File: src/rtl/synth_cfg_pkg.sv
`timescale 1ns/1ps
package synth_cfg_pkg;
    localparam int WORD_W = 24;
    localparam int ADDR_W = 2;
    localparam int PAY_W  = WORD_W - ADDR_W;
    localparam int TC_W   = 4;
    localparam int CS_W   = 3;

    // word bit positions
    localparam int DB_F1      = 2;
    localparam int DB_PD1     = 3;
    localparam int DB_FL_EN   = 9;
    localparam int DB_FL_MODE = 10;
    localparam int DB_TC_LO   = 11;
    localparam int DB_CS1_LO  = 15;
    localparam int DB_CS2_LO  = 18;
    localparam int DB_PD2     = 21;
    localparam int DB_GAIN    = 21;

    // payload bit positions
    localparam int P_F1      = DB_F1 - ADDR_W;
    localparam int P_PD1     = DB_PD1 - ADDR_W;
    localparam int P_FL_EN   = DB_FL_EN - ADDR_W;
    localparam int P_FL_MODE = DB_FL_MODE - ADDR_W;
    localparam int P_TC_LO   = DB_TC_LO - ADDR_W;
    localparam int P_CS1_LO  = DB_CS1_LO - ADDR_W;
    localparam int P_CS2_LO  = DB_CS2_LO - ADDR_W;
    localparam int P_PD2     = DB_PD2 - ADDR_W;
    localparam int P_GAIN    = DB_GAIN - ADDR_W;

    typedef enum logic [ADDR_W-1:0] {
        SEL_REF  = 2'b00,
        SEL_AB   = 2'b01,
        SEL_FUNC = 2'b10,
        SEL_INIT = 2'b11
    } latch_sel_e;

    typedef struct packed {
        logic [PAY_W-1:0] ref_w;
        logic [PAY_W-1:0] ab_w;
        logic [PAY_W-1:0] fn_w;
        logic             arm;
        logic             pulse;
        logic             sync_pd;
    } cfg_state_t;
endpackage

File: src/rtl/cfg_sync.sv
`timescale 1ns/1ps
module cfg_sync #(
    parameter int W      = 3,
    parameter int STAGES = 2
) (
    input  logic         clk,
    input  logic         rst_n,
    input  logic [W-1:0] din,
    output logic [W-1:0] dout
);
    logic [STAGES-1:0][W-1:0] chain_d, chain_q;

    always_comb begin
        chain_d[0] = din;
        for (int i = 1; i < STAGES; i++) begin
            chain_d[i] = chain_q[i-1];
        end
    end

    always_ff @(posedge clk or negedge rst_n) begin
        if (!rst_n) chain_q <= '0;
        else        chain_q <= chain_d;
    end

    assign dout = chain_q[STAGES-1];
endmodule

File: src/rtl/cfg_rise_det.sv
`timescale 1ns/1ps
module cfg_rise_det #(
    parameter int W = 2
) (
    input  logic         clk,
    input  logic         rst_n,
    input  logic [W-1:0] lvl,
    output logic [W-1:0] rise
);
    logic [W-1:0] prev_d, prev_q;

    always_comb prev_d = lvl;

    always_ff @(posedge clk or negedge rst_n) begin
        if (!rst_n) prev_q <= '0;
        else        prev_q <= prev_d;
    end

    assign rise = lvl & ~prev_q;
endmodule

File: src/rtl/cfg_shift_reg.sv
`timescale 1ns/1ps
module cfg_shift_reg #(
    parameter int W = 24
) (
    input  logic         clk,
    input  logic         rst_n,
    input  logic         shift,
    input  logic         din,
    output logic [W-1:0] word
);
    logic [W-1:0] sr_d, sr_q;

    always_comb begin
        sr_d = sr_q;
        if (shift) sr_d = {sr_q[W-2:0], din};
    end

    always_ff @(posedge clk or negedge rst_n) begin
        if (!rst_n) sr_q <= '0;
        else        sr_q <= sr_d;
    end

    assign word = sr_q;
endmodule

File: src/rtl/cfg_fastlock_timer.sv
`timescale 1ns/1ps
module cfg_fastlock_timer #(
    parameter int TCW  = 4,
    parameter int BASE = 3,
    parameter int STEP = 4
) (
    input  logic           clk,
    input  logic           rst_n,
    input  logic           arm,
    input  logic           cancel,
    input  logic           hold,
    input  logic           tick,
    input  logic [TCW-1:0] tcode,
    output logic           clr
);
    localparam int MAXT  = BASE + STEP * ((1 << TCW) - 1);
    localparam int CNT_W = $clog2(MAXT + 1);

    typedef struct packed {
        logic             run;
        logic [CNT_W-1:0] cnt;
    } tmr_t;

    tmr_t st_d, st_q;
    logic [CNT_W-1:0] limit;

    always_comb begin
        limit = CNT_W'(BASE) + CNT_W'(STEP) * CNT_W'(tcode);
        st_d  = st_q;
        clr   = 1'b0;
        if (arm) begin
            st_d.run = 1'b1;
            st_d.cnt = limit;
        end else if (cancel) begin
            st_d.run = 1'b0;
        end else if (st_q.run) begin
            if (hold) begin
                st_d.cnt = limit;
            end else if (tick) begin
                if (st_q.cnt <= CNT_W'(1)) begin
                    st_d.run = 1'b0;
                    clr      = 1'b1;
                end else begin
                    st_d.cnt = st_q.cnt - CNT_W'(1);
                end
            end
        end
    end

    always_ff @(posedge clk or negedge rst_n) begin
        if (!rst_n) st_q <= '0;
        else        st_q <= st_d;
    end
endmodule

File: src/rtl/synth_cfg_port.sv
`timescale 1ns/1ps
module synth_cfg_port
    import synth_cfg_pkg::*;
#(
    parameter int SYNC_STAGES = 2,
    parameter int TMR_BASE    = 3,
    parameter int TMR_STEP    = 4
) (
    input  logic             clk,
    input  logic             rst_n,
    input  logic             ser_clk,
    input  logic             ser_data,
    input  logic             ser_le,
    input  logic             chip_en,
    input  logic             cp_event,
    input  logic             ref_tick,
    output logic [PAY_W-1:0] ref_word,
    output logic [PAY_W-1:0] ab_word,
    output logic [PAY_W-1:0] func_word,
    output logic [CS_W-1:0]  cp_cur,
    output logic             rst_pulse,
    output logic             cnt_hold,
    output logic             pwr_down
);
    logic [2:0]        raw_in, syn_in;
    logic [1:0]        edges;
    logic              wr_stb, shift_stb;
    logic [WORD_W-1:0] sreg;
    logic [PAY_W-1:0]  pay;
    latch_sel_e        sel;
    logic              ab_wr, mode2, tmr_arm, tmr_cancel, clr_gain;
    cfg_state_t        st_d, st_q;

    assign raw_in = {ser_le, ser_clk, ser_data};

    cfg_sync #(.W(3), .STAGES(SYNC_STAGES)) u_sync (
        .clk  (clk),
        .rst_n(rst_n),
        .din  (raw_in),
        .dout (syn_in)
    );

    cfg_rise_det #(.W(2)) u_edge (
        .clk  (clk),
        .rst_n(rst_n),
        .lvl  (syn_in[2:1]),
        .rise (edges)
    );

    assign wr_stb    = edges[1];
    assign shift_stb = edges[0] & ~edges[1];

    cfg_shift_reg #(.W(WORD_W)) u_shift (
        .clk  (clk),
        .rst_n(rst_n),
        .shift(shift_stb),
        .din  (syn_in[0]),
        .word (sreg)
    );

    assign sel = latch_sel_e'(sreg[ADDR_W-1:0]);
    assign pay = sreg[WORD_W-1:ADDR_W];

    // power and hold state from registered contents
    assign pwr_down  = ~chip_en | (st_q.fn_w[P_PD1] & (~st_q.fn_w[P_PD2] | st_q.sync_pd));
    assign cnt_hold  = pwr_down | st_q.fn_w[P_F1] | st_q.pulse;
    assign rst_pulse = st_q.pulse;

    assign ab_wr      = wr_stb && (sel == SEL_AB);
    assign mode2      = st_q.fn_w[P_FL_EN] & st_q.fn_w[P_FL_MODE];
    assign tmr_arm    = ab_wr & pay[P_GAIN] & mode2;
    assign tmr_cancel = ab_wr & ~tmr_arm;

    cfg_fastlock_timer #(.TCW(TC_W), .BASE(TMR_BASE), .STEP(TMR_STEP)) u_timer (
        .clk   (clk),
        .rst_n (rst_n),
        .arm   (tmr_arm),
        .cancel(tmr_cancel),
        .hold  (cnt_hold),
        .tick  (ref_tick),
        .tcode (st_q.fn_w[P_TC_LO +: TC_W]),
        .clr   (clr_gain)
    );

    always_comb begin
        st_d       = st_q;
        st_d.pulse = 1'b0;
        if (clr_gain) st_d.ab_w[P_GAIN] = 1'b0;
        if (cp_event && st_q.fn_w[P_PD1] && st_q.fn_w[P_PD2]) st_d.sync_pd = 1'b1;
        if (wr_stb) begin
            unique case (sel)
                SEL_REF: st_d.ref_w = pay;
                SEL_AB: begin
                    st_d.ab_w = pay;
                    if (st_q.arm) begin
                        st_d.pulse = 1'b1;
                        st_d.arm   = 1'b0;
                    end
                end
                SEL_FUNC: begin
                    st_d.fn_w    = pay;
                    st_d.sync_pd = 1'b0;
                end
                SEL_INIT: begin
                    st_d.fn_w    = pay;
                    st_d.pulse   = 1'b1;
                    st_d.arm     = 1'b1;
                    st_d.sync_pd = pay[P_PD1] & pay[P_PD2];
                end
                default: st_d = st_q;
            endcase
        end
    end

    always_ff @(posedge clk or negedge rst_n) begin
        if (!rst_n) st_q <= '0;
        else        st_q <= st_d;
    end

    assign ref_word  = st_q.ref_w;
    assign ab_word   = st_q.ab_w;
    assign func_word = st_q.fn_w;
    assign cp_cur    = st_q.ab_w[P_GAIN] ? st_q.fn_w[P_CS2_LO +: CS_W]
                                         : st_q.fn_w[P_CS1_LO +: CS_W];
endmodule

File: config.mk
export PLATFORM = sky130hd
export DESIGN_NAME = synth_cfg_port
export DESIGN_NICKNAME = d
export VERILOG_FILES = /design/src/rtl/synth_cfg_pkg.sv /design/src/rtl/cfg_sync.sv /design/src/rtl/cfg_rise_det.sv /design/src/rtl/cfg_shift_reg.sv /design/src/rtl/cfg_fastlock_timer.sv /design/src/rtl/synth_cfg_port.sv
export SDC_FILE = /design/constraint.sdc
export NUM_CORES = 1
export LEC_CHECK = 0
export ABC_AREA = 1
export ABC_CLOCK_PERIOD_IN_PS = 1600
export CAP_MARGIN = 5
export CORE_MARGIN = 5
export CORE_UTILIZATION = 30
export DETAILED_ROUTE_END_ITERATION = 10
export PLACE_DENSITY = 0.59
export REMOVE_ABC_BUFFERS = 1
export SLEW_MARGIN = 20
export SYNTH_ARGS = -nofsm -noshare
export SYNTH_HDL_FRONTEND = slang
export SYNTH_SLANG_ARGS = --single-unit
export TNS_END_PERCENT = 1
File: constraint.sdc
create_clock -name clk -period 1.6 [get_ports clk]
set_clock_uncertainty 0.1 [all_clocks]
set_input_delay 0.32 -clock clk [delete_from_list [all_inputs] [get_ports clk]]
set_output_delay 0.32 -clock clk [all_outputs]
set_load 0.03 [all_outputs]
==> impl_metrics.csv <==
group,metric,value,unit
grt,overall_global_routing_resource_usage,12.1,%
run,cap_violations,0,
setup_path,cp.arrival,1.28,ns
die,std_cell_rows,45,
status,run_status,"complete, but fails checks",
placement,final_weighted_congestion_in_routability_driven_placement,0.843,
cts,cts-buffers-inserted,9,
placement,dpl.cell_count,738,
placement,placement.io_buffers,79,
timing,hold-worst-slack,0.248,ns
pwr,power.total,0.00862,W
cts,clkTransAtPathRegs,0.06,ns
cells_and_area,nets,550,
timing,min_period_over_period,106,%
route,drc_errors,0,
timing,setup_failing_eps_final,2,
setup_path,timing.setup.critical_path_class,"flop to output port",
route,antenna_violating_nets_left,0,
grt,maximum_number_of_pins_on_one_net_before_global_route_repair,63,
synth,synth_seq_cells,108,
timing,worst_slack,-0.0966,ns
grt,grt_first_pass_wirelength,17400,µm
timing,maxClockFrequency,589,MHz
cts,clock_tree.buffer_depth,2,
timing,timing_worst_slew_pin_value,0.460,ns
synth,syn-cell-area,4710,µm²
placement,placedInstanceArea,5380,µm²
route,route.vias.total,3302,
timing,drv_slew,0,
cts,clk_lat_worst_skew,0.34,ns
synth,yosys_warnings,0,
cells_and_area,areaGrowthSynthToFinish,21.3,%
cts,tritoncts_clock_tree,"yes",
grt,grt_antenna_before_repair,0,
timing,hold_violations,0,
placement,place_hpwl,7230,µm
cts,sinks_on_the_clock_net,108,
die,die_h,135,µm
cells_and_area,finish.cell_count_without_fillers,755,
placement,post-place-ws,-0.218,ns
route,detail_route.wl_per_cell,13.7,µm
die,fp.dieArea,18300,µm²
synth,synth_cell_type_count,21,
cells_and_area,diodes,0,
die,num_io_pins,80,
pwr,pwrdens,1510,nW/µm²
cts,clock-root-buffer,"sky130_fd_sc_hd__clkbuf_16",
setup_path,timing.critical_path.required,1.18,ns
cells_and_area,final_layout_size_suffix_gt1_share,13.2,%
die,fp.coreArea,15300,µm²
setup_path,setup.worst_path.start_class,"flop",
status,failing_checks,"setup timing",
cells_and_area,fin_area,5720,µm²
grt,gr-total-overflow,0,
route,drt-total-wl,10300,µm
cts,cts_htree_levels,3,
pwr,peakVddDrop,867,µV
timing,finalWorstPathRequiredPeriod,1.70,ns
timing,slew_headroom,69.3,%
die,die-width,135,µm
pwr,leakage_power,2.79,nW
setup_path,worst_setup_path_end_kind,"output port",
timing,rsz_0062_raised_after_global_routing,"yes",
setup_path,critPathMaxFanout,4,
route,drt_pre_antenna_iters,4,
route,detail_route.vias_per_cell,4.37,
synth,synth_sequential_area_ratio,57.4,%
die,floorplan.initialDensity,30.8,%
synth,synthCells,512,
grt,vias_in_the_first_global_route,3468,
min_path,min_path_type,"flop to flop",
synth,syn_avg_cell_area,9.20,µm²
route,drtIter0Drc,222,
-- cell usage in the layout (no fill, tap or decap), types with 5 or more instances in the layout --
cell type                         netlist  final
sky130_fd_sc_hd__clkdlybuf4s50_1        0      6
sky130_fd_sc_hd__dfrtp_1              108    107
sky130_fd_sc_hd__nand2_1              107    100
sky130_fd_sc_hd__buf_4                 66     20
sky130_fd_sc_hd__inv_1                 46     43
sky130_fd_sc_hd__a21oi_1               26     25
sky130_fd_sc_hd__nand3_1               16     14
sky130_fd_sc_hd__nand2_2                3      8
sky130_fd_sc_hd__o21ai_0               76     73
sky130_fd_sc_hd__clkbuf_16              0      9
sky130_fd_sc_hd__dlygate4sd2_1          0     58
sky130_fd_sc_hd__buf_6                  0      5
sky130_fd_sc_hd__buf_12                 0      5
sky130_fd_sc_hd__nor2_1                34     32
-- synth_stat cells --
| library cell | number | area share [%] |
|---|---|---|
| sky130_fd_sc_hd__dfrtp_1 | 108 | 57 |
| sky130_fd_sc_hd__nand2_1 | 107 | 8.5 |
| sky130_fd_sc_hd__o21ai_0 | 76 | 8.1 |
| sky130_fd_sc_hd__buf_4 | 66 | 11 |
| sky130_fd_sc_hd__inv_1 | 46 | 3.7 |
| sky130_fd_sc_hd__nor2_1 | 34 | 2.7 |
| sky130_fd_sc_hd__a21oi_1 | 26 | 2.8 |
| sky130_fd_sc_hd__nand3_1 | 16 | 1.7 |
| sky130_fd_sc_hd__clkbuf_1 | 10 | 0.80 |
| sky130_fd_sc_hd__buf_2 | 7 | 0.74 |
| sky130_fd_sc_hd__nand2_2 | 3 | 0.40 |
| sky130_fd_sc_hd__nand4_1 | 3 | 0.40 |
| sky130_fd_sc_hd__ha_1 | 2 | 0.53 |
| sky130_fd_sc_hd__inv_2 | 1 | 0.080 |
| sky130_fd_sc_hd__nand2_4 | 1 | 0.24 |
| sky130_fd_sc_hd__nand3b_1 | 1 | 0.16 |
| sky130_fd_sc_hd__nand4_4 | 1 | 0.45 |
| sky130_fd_sc_hd__nor2_2 | 1 | 0.13 |
| sky130_fd_sc_hd__nor2_8 | 1 | 0.42 |
| sky130_fd_sc_hd__o21bai_1 | 1 | 0.16 |
| sky130_fd_sc_hd__o221ai_1 | 1 | 0.19 |
-- metrics by stage --
step	util, %	setup TNS (ns)
2_1_floorplan	-	-11.98
3_3_place_gp	35.1	-0.785
3_5_place_dp	35.1	-1.21
4_1_cts	36.8	-0.326
5_1_grt	37.3	-0.718
6_report	37.3	-0.179
-- state kept, by name, indices dropped and copies added, names as in the netlist --
signal and count:
rst_pulse 1, ab_word 22, u_edge.prev_q 2, func_word 22, u_sync.chain_d 3, st_q 2
u_shift.word 24, u_timer.st_q 7, u_sync.dout 3, ref_word 22
-- worst paths after layout --
kind / startpoint / end / slack [ns] / depth (start not counted)
worst min register to register: u_sync.chain_d[5]$_DFF_PN0_ / u_sync.dout[2]$_DFF_PN0_ / 0.25 / 0
max in group asynchronous: rst_n / ab_word[19]$_DFF_PN0_ / 0.67 / 3
worst max-delay path: func_word[1]$_DFFE_PN0P_ / cnt_hold / -0.1 / 4
min in group asynchronous: rst_n / func_word[5]$_DFFE_PN0P_ / 0.39 / 3
worst min-delay path: u_sync.chain_d[5]$_DFF_PN0_ / u_sync.dout[2]$_DFF_PN0_ / 0.25 / 0
worst max register to register: u_timer.st_q[0]$_DFFE_PN0P_ / u_timer.st_q[5]$_DFFE_PN0P_ / 0.11 / 11
-- metal layers --
layer | wire [µm] | GRT usage [%] | up-vias
met4 | 135 | 4.14 | 0
met2 | 4920 | 19.3 | 71
met1 | 4770 | 15.5 | 1611
met5 | 0 | 0 | -
met3 | 507 | 3.90 | 10
li1 | - | - | 1610
-- critical path: stages (launching register included) --
cell	delay, ns
sky130_fd_sc_hd__dfrtp_1	0.38
sky130_fd_sc_hd__buf_4	0.15
sky130_fd_sc_hd__a21oi_2	0.16
sky130_fd_sc_hd__nand2_2	0.09
sky130_fd_sc_hd__buf_6	0.15
-- cell families after synthesis --
| family | count (synthesis) | share of synthesized area [%] |
|---|---|---|
| adder cells (fa/ha/maj) | 2 | 0.531 |
| flip-flops | 108 | 57.4 |
| AO/OA/AOI/OAI | 104 | 11.2 |
| buffers and inverters | 130 | 15.8 |
| AND/OR/NAND/NOR | 168 | 15.1 |
-- repair_timing --
| item | in CTS | in global routing |
|---|---|---|
| endpoints found under the setup margin | 69 | 18 |
| resized for setup | 75 | 28 |
| pin swaps | 4 | 0 |
| hold buffers | 1 | 0 |
| buffers inserted | 0 | 1 |
| hold endpoints to repair | 108 | 0 |
-- area by class of cell --
class	count	area [µm²]
flip-flops and latches	108	2700
clock inverters	1	30.0
repair buffers	100	930
clock buffers	14	274
fillers	1588	9600
multi-input cells	274	1340
well taps	211	264
inverters	47	176
-- report_power, final --
| part | internal [W] | total [W] | leakage [nW] | switching (W) |
|---|---|---|---|---|
| Clock | 0.00134 | 0.00227 | 0.149 | 0.000936 |
| Sequential | 0.00326 | 0.00362 | 1.41 | 0.000361 |
| Combinational | 0.000961 | 0.00273 | 1.23 | 0.00177 |
No activity file was read; power rests on OpenSTA's default activity.
